--- config.mk ---
export PLATFORM = sky130hd
export DESIGN_NAME = flow_expiry_scanner
export DESIGN_NICKNAME = d
export VERILOG_FILES = /design/src/rtl/fes_pkg.sv /design/src/rtl/fes_limit_regs.sv /design/src/rtl/fes_addr_walker.sv /design/src/rtl/fes_age_judge.sv /design/src/rtl/flow_expiry_scanner.sv
export SDC_FILE = /design/constraint.sdc
export NUM_CORES = 1
export LEC_CHECK = 0
export ABC_AREA = 1
export CAP_MARGIN = 10
export CORE_MARGIN = 3
export CORE_UTILIZATION = 40
export CTS_BUF_LIST = sky130_fd_sc_hd__clkbuf_4 sky130_fd_sc_hd__clkbuf_8 sky130_fd_sc_hd__clkbuf_16
export DETAILED_ROUTE_END_ITERATION = 10
export GPL_TIMING_DRIVEN = 1
export HOLD_SLACK_MARGIN = 0.02
export MAX_ROUTING_LAYER = met4
export PLACE_DENSITY = 0.68
export SYNTH_ARGS = -nofsm -noshare
export SYNTH_HDL_FRONTEND = slang
export SYNTH_SLANG_ARGS = --single-unit
--- constraint.sdc ---
create_clock -name clk -period 4.8 [get_ports clk]
set_input_delay 0.48 -clock clk [delete_from_list [all_inputs] [get_ports clk]]
set_output_delay 0.48 -clock clk [all_outputs]
set_load 0.01 [all_outputs]
--- src/rtl/fes_pkg.sv ---
package fes_pkg;
   typedef enum logic [1:0] {
      ST_ISSUE = 2'd0,
      ST_EVAL  = 2'd1,
      ST_HOLD  = 2'd2
   } scan_st_e;

   localparam int CAUSE_IDLE = 0;
   localparam int CAUSE_LIFE = 1;
endpackage

--- src/rtl/fes_limit_regs.sv ---
module fes_limit_regs #(
   parameter int TW = 32
) (
   input  logic          clk,
   input  logic          rst_n,
   input  logic [TW-1:0] cfg_idle,
   input  logic [TW-1:0] cfg_life,
   output logic [TW-1:0] idle_lim,
   output logic [TW-1:0] life_lim
);
   // limits follow the inputs only while reset is held
   always_ff @(posedge clk) begin
      if (!rst_n) begin
         idle_lim <= cfg_idle;
         life_lim <= cfg_life;
      end
   end
endmodule

--- src/rtl/fes_addr_walker.sv ---
module fes_addr_walker #(
   parameter int DEPTH = 4096,
   localparam int AW = $clog2(DEPTH)
) (
   input  logic          clk,
   input  logic          rst_n,
   input  logic          step,
   output logic [AW-1:0] addr
);
   localparam logic [AW-1:0] LAST = AW'(DEPTH - 1);

   generate
      if ((1 << AW) == DEPTH) begin : g_pow2
         always_ff @(posedge clk) begin
            if (!rst_n)    addr <= '0;
            else if (step) addr <= addr + 1'b1;
         end
      end else begin : g_odd
         always_ff @(posedge clk) begin
            if (!rst_n)    addr <= '0;
            else if (step) addr <= (addr == LAST) ? '0 : addr + 1'b1;
         end
      end
   endgenerate
endmodule

--- src/rtl/fes_age_judge.sv ---
module fes_age_judge #(
   parameter int TW = 32
) (
   input  logic [TW-1:0] now_tick,
   input  logic [TW-1:0] first_ts,
   input  logic [TW-1:0] last_ts,
   input  logic [TW-1:0] idle_lim,
   input  logic [TW-1:0] life_lim,
   output logic [1:0]    why
);
   logic [TW-1:0] idle_age;
   logic [TW-1:0] life_age;

   // modular differences: a wrapped counter still yields the true distance
   always_comb begin
      idle_age = now_tick - last_ts;
      life_age = now_tick - first_ts;
      why[fes_pkg::CAUSE_IDLE] = idle_age > idle_lim;
      why[fes_pkg::CAUSE_LIFE] = life_age > life_lim;
   end
endmodule

--- src/rtl/flow_expiry_scanner.sv ---
module flow_expiry_scanner
   import fes_pkg::*;
#(
   parameter int DEPTH = 4096,
   parameter int TW    = 32,
   parameter int IW    = 16,
   localparam int AW   = $clog2(DEPTH)
) (
   input  logic          clk,
   input  logic          rst_n,
   input  logic [TW-1:0] now_tick,
   input  logic [TW-1:0] cfg_idle_lim,
   input  logic [TW-1:0] cfg_life_lim,
   output logic          tbl_rd_en,
   output logic [AW-1:0] tbl_addr,
   input  logic          tbl_rd_busy,
   input  logic [TW-1:0] tbl_rd_first,
   input  logic [TW-1:0] tbl_rd_last,
   input  logic [IW-1:0] tbl_rd_info,
   output logic          tbl_clr_en,
   input  logic          upd_wr_en,
   input  logic [AW-1:0] upd_addr,
   output logic          exp_valid,
   input  logic          exp_ready,
   output logic [AW-1:0] exp_addr,
   output logic [TW-1:0] exp_first,
   output logic [TW-1:0] exp_last,
   output logic [IW-1:0] exp_info,
   output logic [1:0]    exp_why
);
   generate
      if (DEPTH < 2) begin : g_bad_depth
         $error("flow_expiry_scanner: DEPTH must be at least 2");
      end
      if (TW < 2) begin : g_bad_tw
         $error("flow_expiry_scanner: TW must be at least 2");
      end
      if (IW < 1) begin : g_bad_iw
         $error("flow_expiry_scanner: IW must be at least 1");
      end
   endgenerate

   scan_st_e      state, state_nx;
   logic [AW-1:0] scan_addr;
   logic [TW-1:0] idle_lim, life_lim;
   logic [1:0]    why;
   logic          collide, expired, step;

   fes_limit_regs #(.TW(TW)) u_limits (
      .clk      (clk),
      .rst_n    (rst_n),
      .cfg_idle (cfg_idle_lim),
      .cfg_life (cfg_life_lim),
      .idle_lim (idle_lim),
      .life_lim (life_lim)
   );

   fes_addr_walker #(.DEPTH(DEPTH)) u_walker (
      .clk   (clk),
      .rst_n (rst_n),
      .step  (step),
      .addr  (scan_addr)
   );

   fes_age_judge #(.TW(TW)) u_judge (
      .now_tick (now_tick),
      .first_ts (tbl_rd_first),
      .last_ts  (tbl_rd_last),
      .idle_lim (idle_lim),
      .life_lim (life_lim),
      .why      (why)
   );

   // updater touching the entry in work invalidates the scanner's copy
   assign collide = upd_wr_en && (upd_addr == scan_addr);
   assign expired = tbl_rd_busy && (why != 2'b00);

   always_comb begin
      state_nx   = state;
      step       = 1'b0;
      tbl_rd_en  = 1'b0;
      exp_valid  = 1'b0;
      tbl_clr_en = 1'b0;
      unique case (state)
         ST_ISSUE: begin
            tbl_rd_en = 1'b1;
            if (!collide) state_nx = ST_EVAL;
         end
         ST_EVAL: begin
            if (collide) begin
               state_nx = ST_ISSUE;
            end else if (expired) begin
               state_nx = ST_HOLD;
            end else begin
               step     = 1'b1;
               state_nx = ST_ISSUE;
            end
         end
         ST_HOLD: begin
            if (collide) begin
               state_nx = ST_ISSUE;
            end else begin
               exp_valid = 1'b1;
               if (exp_ready) begin
                  tbl_clr_en = 1'b1;
                  step       = 1'b1;
                  state_nx   = ST_ISSUE;
               end
            end
         end
         default: state_nx = ST_ISSUE;
      endcase
   end

   always_ff @(posedge clk) begin
      if (!rst_n) state <= ST_ISSUE;
      else        state <= state_nx;
   end

   always_ff @(posedge clk) begin
      if (!rst_n) begin
         exp_first <= '0;
         exp_last  <= '0;
         exp_info  <= '0;
         exp_why   <= '0;
      end else if (state == ST_EVAL && !collide && expired) begin
         exp_first <= tbl_rd_first;
         exp_last  <= tbl_rd_last;
         exp_info  <= tbl_rd_info;
         exp_why   <= why;
      end
   end

   assign tbl_addr = scan_addr;
   assign exp_addr = scan_addr;
endmodule

## Yosys cells after proc, flatten, opt, wreduce, memory -nomap -nowiden

Cells that the tools add are included.

- Add/sub/neg operators: 3
- $mul: 0
- Div/mod/pow operators: 0
- Magnitude comparators: 2
- Equality and inequality tests: 5
- Shift operators: 0
- Muxes and demuxes: 15
- Bitwise logic cells: 0
- Reduce and logical (&&, ||, !) cells: 8

Operator list:

| kind | number |
|---|---|
| greater-than comparator 32 bit | 2 |
| subtractor 32 bit | 2 |
| adder 12 x 1 -> 12 bit, second input constant | 1 |
| == test 12 bit | 1 |
| two-way mux 2 bit | 5 |
| two-way mux 1 bit | 8 |
| case mux 2 bit (3 select lines) | 1 |
| logical AND 1 bit | 4 |
| inequality test 3 bit, second input constant | 1 |
| == test 2 x 1 -> 1 bit, second input constant | 1 |
| == test 2 bit, second input constant | 1 |
| zero test 2 bit | 1 |
| inequality test 2 bit, second input constant | 1 |
| case mux 1 bit (2 select lines) | 1 |
| AND reduction 2 bit | 1 |
| nonzero test 2 bit | 1 |
| zero test 1 bit | 1 |

- Register bits: 160
- Bits in latches: 0
- Memory bits (writable): 0
- ROM bits: 0
- Input bits: 193
- Output and inout port bits: 109
- Logic and storage cells: 41
- Memories: 0

## Logic depth before layout (Yosys ltp)

Gate-level depths: netlist of the first run.

- Depth in word-level cells: 7
- Gate-level depth with buffers: 33
- Depth with buffers taken out: 32

## Modules after synthesis

A second synthesis of the first run with hierarchy kept.

- Cell total of the unflattened synthesis: 1945
- Area total of the unflattened synthesis: 13011.2 um^2

Modules (own cells, without submodules):

| module | times used | cells an instance | area each (um^2) | sequential area each (um^2) |
|---|---|---|---|---|
| fes_age_judge | 1 | 1287 | 6506.2 | 0.0 |
| flow_expiry_scanner | 1 | 513 | 3967.6 | 1681.6 |
| fes_limit_regs | 1 | 65 | 1925.6 | 1921.8 |
| fes_addr_walker | 1 | 80 | 611.8 | 240.2 |

## Least setup slack after synthesis of the first run

OpenSTA, ideal clock, no wires.

- Path kind: input-to-reg
- Start point: input now_tick[0]
- End point: register exp_first[23]
- Setup time: 0.251 ns
- Arrival: 3.508 ns
- Required time: 4.549 ns
- Slack: 1.041 ns
- Cell stages on the path: 30
- Buffers on the path: 2
- Cell sequence: inv_1 > ha_1 > inv_1 > fa_1 > nand3_1 > nand3_1 > nand2_1 > nand2_1 > o21ai_1 > o21ai_1 > nand2_1 > nand2_1 > nand2_1 > nand2_1 > a21oi_1 > xnor2_1 > ha_1 > nand2_1 > nor2_1 > nand4_1 > nor2_1 > nand4_1 > nand2_1 > nand2_1 > nand2_2 > inv_2 > buf_6 > buf_6 > nand3_1 > a21oi_1

- Cells in the longest elaborated chain, start to end: 5
- Elaborated cells between the ends (all ways): 7
- Those cells by class: add/sub: 2; order compare: 2; reduce/logical: 3

RTL lines:

| element | line | source |
|---|---|---|
| from (decl) | flow_expiry_scanner.sv:11 | `input logic [TW-1:0] now_tick,` |
| subtractor 32 bit, on equally long branches | fes_age_judge.sv:16, fes_age_judge.sv:17 |  |
| greater-than comparator 32 bit, on equally long branches | fes_age_judge.sv:18, fes_age_judge.sv:19 |  |
| nonzero test 2 bit (*) | flow_expiry_scanner.sv:76 | `assign expired = tbl_rd_busy && (why != 2'b00);` |
| logical AND 1 bit (*) | flow_expiry_scanner.sv:76 |  |
| logical AND 1 bit (*) | flow_expiry_scanner.sv:126 | `end else if (state == ST_EVAL && !collide && expired) begin` |
| to (signal assigned) | flow_expiry_scanner.sv:127 | `exp_first <= tbl_rd_first;` |
| to (decl) | flow_expiry_scanner.sv:26 | `output logic [TW-1:0] exp_first,` |

Mark *: on every way between the ends. The rest lies on a longest branch, timed or not.
A chain may end at the register's enable or synchronous reset.

## Final worst setup path of the first run

- Start point: input tbl_rd_first[0]
- End point: register exp_last[27]

- Cells in the longest elaborated chain, start to end: 5

RTL lines:

| element | line | source |
|---|---|---|
| from (decl) | flow_expiry_scanner.sv:17 | `input logic [TW-1:0] tbl_rd_first,` |
| subtractor 32 bit | fes_age_judge.sv:17 | `life_age = now_tick - first_ts;` |
| greater-than comparator 32 bit | fes_age_judge.sv:19 | `why[fes_pkg::CAUSE_LIFE] = life_age > life_lim;` |
| nonzero test 2 bit | flow_expiry_scanner.sv:76 |  |
| logical AND 1 bit | flow_expiry_scanner.sv:76 |  |
| logical AND 1 bit | flow_expiry_scanner.sv:126 |  |
| to (signal assigned) | flow_expiry_scanner.sv:128 | `exp_last <= tbl_rd_last;` |
| to (decl) | flow_expiry_scanner.sv:27 | `output logic [TW-1:0] exp_last,` |

Every way passes these cells.

==> results of run 1 <==
-- metrics by stage --
stage                     hold WS (ns)  setup slack (ns)  total power, mW  util [%]
final                           0.4563            0.3718            4.672     56.03
after global routing            0.4744          0.001623            4.942     56.03
after CTS                       0.4603            0.2624            4.703     56.03
after detailed placement        0.4523           -0.1859            3.167     53.67
after global placement          0.4464          -0.07599            3.141     53.67
after floorplan                 0.4829             1.041            2.556         -
-- area by class of cell --
class | instances | area [sq um] | share of cell area [%]
multi-input combinational | 1030 | 6196 | 40.46
tap | 372 | 465.4 | 3.040
antenna | 1 | 2.502 | 0.01634
sequential | 160 | 3844 | 25.10
clock buffer | 23 | 489.2 | 3.195
timing repair buffer | 330 | 3331 | 21.75
inverter | 220 | 830.8 | 5.426
clock inverter | 9 | 153.9 | 1.005
-- cells in the mapped netlist (10+ instances only) --
cell,instances
a21oi_1,197
a31oi_1,10
xor2_1,46
nand2_2,14
ha_1,130
buf_2,10
edfxtp_1,64
xnor2_1,23
dfxtp_1,96
a21oi_2,11
nand2_1,261
clkbuf_1,10
o21ai_0,46
buf_6,17
nor2_1,95
inv_1,218
nor3_1,15
buf_4,13
nand3_1,118
nand4_1,18
-- metal layers --
| layer | global-route usage (%) | vias to the layer above | share of wire (%) | wire length [um] |
|---|---|---|---|---|
| li1 | - | 5440 | - | - |
| met1 | 30.81 | 4968 | 45 | 16340 |
| met2 | 38.16 | 356 | 45 | 16270 |
| met3 | 5.169 | 54 | 6.7 | 2401 |
| met4 | 7.775 | 0 | 2.7 | 972 |
| met5 | - | - | 0 | 0 |
-- flip-flops by register name (all words and copies together), names as in the netlist --
name               flops
exp_first             32
exp_why                2
exp_last              32
u_walker.addr         12
state                  2
u_limits.life_lim     32
u_limits.idle_lim     32
exp_info              16
-- worst max-delay path, delay by kind of cell --
family	cells	cell delay (ns)
AOI/OAI and AO/OA	4	0.73
xor gates and xnor gates	1	0.23
adders and majority gates	3	0.85
buffers and inverters	6	1.17
and+or+nand+nor	15	1.28
-- how the worst max path moves through the flow --
stage	slack, ns	cells past startpoint	startpoint	endpoint
6_report	0.37	29	tbl_rd_first[0]	exp_last[27]
5_1_grt	0.002	26	tbl_rd_first[2]	exp_last[30]
4_1_cts	0.26	26	tbl_rd_first[2]	exp_last[24]
3_5_place_dp	-0.19	26	tbl_rd_first[2]	exp_last[30]
3_3_place_gp	-0.08	26	tbl_rd_first[2]	exp_last[29]
2_1_floorplan	1.04	30	now_tick[0]	exp_first[23]
-- logic make-up (layout without fill, tap and decap cells) --
logic type / Yosys count / after routing
AND/OR/NAND/NOR: 535 / 535
flip-flops: 160 / 160
other: 0 / 1
buffers and inverters: 271 / 582
XOR/XNOR: 69 / 69
adder cells (fa/ha/maj): 132 / 132
AO/OA/AOI/OAI: 294 / 294
-- power breakdown --
group | internal (mW) | switching [mW] | total, mW
Combinational | 0.705 | 0.882 | 1.59
Sequential | 1.52 | 0.0454 | 1.56
Clock | 0.931 | 0.593 | 1.52
Total | 3.15 | 1.52 | 4.67
==> results.sh, run 1 <==
export IMPL_final_common_cell="clkdlybuf4s50_1"
export IMPL_cts_sinks=160
export IMPL_hold_buffers=0
export IMPL_syn_nets=1786
export IMPL_skew_ns=0.01391
export IMPL_muxShareOfSynthArea_pct=0
export IMPL_yosys_top_cells_area="dfxtp_1 17%, edfxtp_1 17%, ha_1 14%, a21oi_1 8.8%, nand2_1 8.7%"
export IMPL_cts_tree="done"
export IMPL_crit_path_max_incr_delay_ns=0.49
export IMPL_postCtsSetupRepairBufs=0
export IMPL_synthAdderAreaFrac_pct=14.81
export IMPL_synth_xor_area_share_pct=5.371
export IMPL_cts_max_level=4
export IMPL_synth_area_sq_um=11250
export IMPL_critical_path_max_fanout=19
export IMPL_outcome="finished clean"
export IMPL_grt_pass1_wl_um=56620
export IMPL_async_reset_ff_share_pct=0
export IMPL_regToRegStartpoint="u_walker.addr[1]"
export IMPL_final_cell_mix="301 x clkdlybuf4s50_1, 261 x nand2_1, 217 x inv_1"
export IMPL_gr_total_overflow=0
export IMPL_syn_area_per_cell_sq_um=7.702
export IMPL_grt_use_total_pct=24.11
export IMPL_place_area_sq_um=14670
export IMPL_fmax_ghz=0.2258
export IMPL_synthCells=1461
export IMPL_worst_pin_slew_ns=1.021
export IMPL_antenna_found_initial=1
export IMPL_reg2reg_depth=12
export IMPL_finalNonFillerCells=2145
export IMPL_cp_required_ns=5.15
export IMPL_synthSimpleGateAreaFrac_pct=20.60
export IMPL_final_hold_violation_count=0
export IMPL_yosysSeqAreaShare_pct=34.16
export IMPL_leakagePower_nw=6.682
export IMPL_synthFlopType="dfxtp_1"
export IMPL_die_area_sq_um=30180
export IMPL_grt_setup_unrepaired="false"
export IMPL_ir_drop_uv=235.1
export IMPL_fill_cells=2663
export IMPL_slew_headroom_pct=31.96
export IMPL_drive_above_1_share_pct=5.418
export IMPL_dr_pass1_iters=5
export IMPL_via_per_inst=5.043
export IMPL_min_path_type="flip-flop to flip-flop"
export IMPL_drc=0
export IMPL_core_area_sq_um=27330
export IMPL_synth_distinct_cells=45
export IMPL_crit_top_cell="nand2_1"
export IMPL_routabilityCongestion=0.9263
export IMPL_synth_top_family_by_area="simple AND/OR/NAND/NOR gates"
export IMPL_synth_edf_count=64
export IMPL_start_util_pct=41.18
export IMPL_cap_violations=0
export IMPL_worstHoldPathCells=2
export IMPL_dp_hpwl_um=28690
export IMPL_startpoint_type="input pin"
export IMPL_slowest_stage="clkdlybuf4s50_1"
export IMPL_finalSetupViolCount=0
export IMPL_ant_nets=0
export IMPL_p_per_area_nw_per_um2=305.1
export IMPL_io_pins=302
export IMPL_worst_setup_path_end_kind="flip-flop"
export IMPL_yosysWarningCount=0
export IMPL_cp_arrival_ns=4.78
export IMPL_synth_compound_area_share_pct=14.23
export IMPL_die_w_um=173.7
export IMPL_routed_wl_um=35980
export IMPL_cts_clk_slew_worst_paths_ns=0.06
export IMPL_numCtsBuffers=17
export IMPL_min_period_ns=4.428
export IMPL_dp_cells=2112
export IMPL_areaGrowthSynthToFinish_pct=36.08
export IMPL_design_area_sq_um=15310
export IMPL_grt_pass1_vias=10710
export IMPL_routedWlPerCell_um=16.77
export IMPL_drv_slew=0
export IMPL_drt_iter0_drc=623
export IMPL_critical_path_class="input pin to flip-flop"
export IMPL_clockRootBuffer="clkbuf_16"
export IMPL_min_to="exp_first[3]"
export IMPL_worstReg2RegEnd="exp_last[17]"
export IMPL_clockBufferDepth=2
export IMPL_rows=60
export IMPL_grt_max_degree=121
export IMPL_final_period_utilization_pct=92.25
export IMPL_insertion_delay_ns=0.44
export IMPL_synth_area_leader_cell="dfxtp_1"
export IMPL_hp_start="exp_first[3]"
export IMPL_cts_resized=0
export IMPL_nets=2084
export IMPL_timing_setup_tns_ns=0
export IMPL_die_h_um=173.7
export IMPL_vias=10820
export IMPL_yosysTopAreaCellShare_pct=17.08
export IMPL_port_buffers=301
export IMPL_ys_seq_elements=160
export IMPL_ff2ff_setup_slack_ns=2.32
(Power assumes the default switching activity.)
==> inputs of run 2 (changes only) <==
--- a/config.mk
+++ b/config.mk
@@ -13,7 +13,6 @@
 export DETAILED_ROUTE_END_ITERATION = 10
 export GPL_TIMING_DRIVEN = 1
 export HOLD_SLACK_MARGIN = 0.02
-export MAX_ROUTING_LAYER = met4
 export PLACE_DENSITY = 0.68
 export SYNTH_ARGS = -nofsm -noshare
 export SYNTH_HDL_FRONTEND = slang
==> results.sh, run 2 (same netlist as run 1, synthesis figures left out) <==
export IMPL_setup_worst_path_end="exp_first[6]"
export IMPL_finalSetupViolCount=0
export IMPL_ff2ff_setup_slack_ns=2.18
export IMPL_grt_pass1_vias=10460
export IMPL_leakagePower_nw=6.646
export IMPL_outcome="finished clean"
export IMPL_antenna_found_initial=2
export IMPL_min_period_ns=4.456
export IMPL_die_w_um=173.7
export IMPL_postCtsSetupRepairBufs=0
export IMPL_dp_hpwl_um=28360
export IMPL_die_h_um=173.7
export IMPL_core_area_sq_um=27330
export IMPL_critical_path_max_fanout=16
export IMPL_io_pins=302
export IMPL_cap_violations=0
export IMPL_cp_arrival_ns=4.81
export IMPL_numCtsBuffers=17
export IMPL_clockBufferDepth=2
export IMPL_grt_pass1_wl_um=55710
export IMPL_grt_max_degree=75
export IMPL_drc=0
export IMPL_cts_clk_slew_worst_paths_ns=0.06
export IMPL_route_top_layer_used="met5"
export IMPL_wl_met3_um=2442
export IMPL_crit_top_cell="nand2_1"
export IMPL_crit_path_max_incr_delay_ns=0.54
export IMPL_ant_nets=0
export IMPL_critical_path_class="input pin to flip-flop"
export IMPL_via_per_inst=4.975
export IMPL_skew_ns=0.01454
export IMPL_nets=2086
export IMPL_met1_length_um=16150
export IMPL_place_area_sq_um=14680
export IMPL_routabilityCongestion=0.9459
export IMPL_final_period_utilization_pct=92.83
export IMPL_start_util_pct=41.18
export IMPL_insertion_delay_ns=0.44
export IMPL_cts_tree="done"
export IMPL_routed_wl_um=35450
export IMPL_areaGrowthSynthToFinish_pct=35.47
export IMPL_worst_setup_path_end_kind="flip-flop"
export IMPL_cts_max_level=4
export IMPL_port_buffers=301
export IMPL_ir_drop_uv=230.3
export IMPL_final_hold_violation_count=0
export IMPL_grt_use_total_pct=23.10
export IMPL_drt_iter0_drc=553
export IMPL_reg2reg_depth=13
export IMPL_rows=60
export IMPL_dr_pass1_iters=5
export IMPL_power_total_mw=4.478
export IMPL_gr_total_overflow=0
export IMPL_num_antenna_cells=0
export IMPL_design_area_sq_um=15240
export IMPL_worst_pin_slew_ns=0.9785
export IMPL_slew_headroom_pct=34.61
export IMPL_whs_ns=0.4599
export IMPL_min_path_type="flip-flop to flip-flop"
export IMPL_drv_slew=0
export IMPL_final_common_cell="clkdlybuf4s50_1"
export IMPL_clockRootBuffer="clkbuf_16"
export IMPL_drive_above_1_share_pct=5.524
export IMPL_final_cell_mix="301 x clkdlybuf4s50_1, 261 x nand2_1, 217 x inv_1"
export IMPL_p_per_area_nw_per_um2=293.8
export IMPL_fmax_ghz=0.2244
export IMPL_cts_sinks=160
export IMPL_regToRegStartpoint="u_walker.addr[1]"
export IMPL_grt_setup_unrepaired="false"
export IMPL_slowest_stage="clkdlybuf4s50_1"
export IMPL_vias=10680
export IMPL_startpoint_type="input pin"
export IMPL_critPathLaunch="tbl_rd_first[0]"
export IMPL_cp_required_ns=5.16
export IMPL_routedWlPerCell_um=16.52
export IMPL_worstReg2RegEnd="u_walker.addr[10]"
export IMPL_die_area_sq_um=30180
export IMPL_wl_met2_um=16330
run 2: changes by cell type in the layout (fill, tap and decap cells not counted), moves of 2 or more:
| cell | previous run | this run |
|---|---|---|
| bufinv_16 | 4 | 1 |
| clkbuf_8 | 3 | 0 |
| clkinv_4 | 1 | 3 |
| clkinvlp_4 | 1 | 3 |
run 2: worst min path at each step:
stage	from	end	slack [ns]	cells after the start
after CTS	exp_last[3]	exp_last[3]	0.46	2
final	exp_last[3]	exp_last[3]	0.46	2
after detailed placement	exp_last[3]	exp_last[3]	0.45	2
after global placement	exp_info[10]	exp_info[10]	0.45	2
after floorplan	exp_first[0]	exp_first[0]	0.48	2
after global routing	exp_first[3]	exp_first[3]	0.48	2
run 2: stage by stage:
| stage | std cells | setup TNS [ns] | util [%] | worst slack, ns |
|---|---|---|---|---|
| 2_1_floorplan | 1461 | 0 | - | 1.041 |
| 3_3_place_gp | 2114 | -4.706 | 53.73 | -0.07623 |
| 3_5_place_dp | 2114 | -11.33 | 53.73 | -0.1701 |
| 4_1_cts | 2146 | 0 | 55.76 | 0.2765 |
| 5_1_grt | 2146 | 0 | 55.78 | 0.02021 |
| 6_report | 2146 | 0 | 55.78 | 0.3439 |
run 2: final cells by class:
cell class	count	area, sq um
timing repair buffer	332	3349
multi-input combinational	1030	6200
clock buffer	19	440.4
sequential	160	3844
tap	372	465.4
fill	2615	12080
inverter	220	830.8
clock inverter	13	113.9
run 2: critical path: cells and delay by family:
family                   cells  cell delay, ns
buffers and inverters        6            1.20
XOR/XNOR                     1            0.25
adder cells (fa/ha/maj)      3            0.89
AND/OR/NAND/NOR             15            1.31
AO/OA/AOI/OAI                4            0.66
run 2: timing repair:
item | 4_1_cts | 5_1_grt
resized for setup | 0 | 3
hold buffers | 0 | 0
setup endpoints to repair | 0 | 95
run 2: per-layer routing:
layer | GRT usage [%] | vias to the layer above
met5 | 0 | -
met3 | 5.869 | 32
met4 | 5.395 | 4
met2 | 38.32 | 339
met1 | 30.29 | 4848
li1 | - | 5454
run 2: power breakdown:
group	leakage, nW	internal [mW]	switching [mW]
Clock	0.266	0.725	0.609
Sequential	1.40	1.51	0.0445
Combinational	4.98	0.709	0.876
==> inputs of run 3 (changes only) <==
--- a/config.mk
+++ b/config.mk
@@ -13,6 +13,7 @@
 export DETAILED_ROUTE_END_ITERATION = 10
 export GPL_TIMING_DRIVEN = 1
 export HOLD_SLACK_MARGIN = 0.02
+export MAX_ROUTING_LAYER = met4
 export PLACE_DENSITY = 0.68
 export SYNTH_ARGS = -nofsm -noshare
 export SYNTH_HDL_FRONTEND = slang
==> results of run 3 <==
Final layout, timing and power as in run 1 (identical DEF).
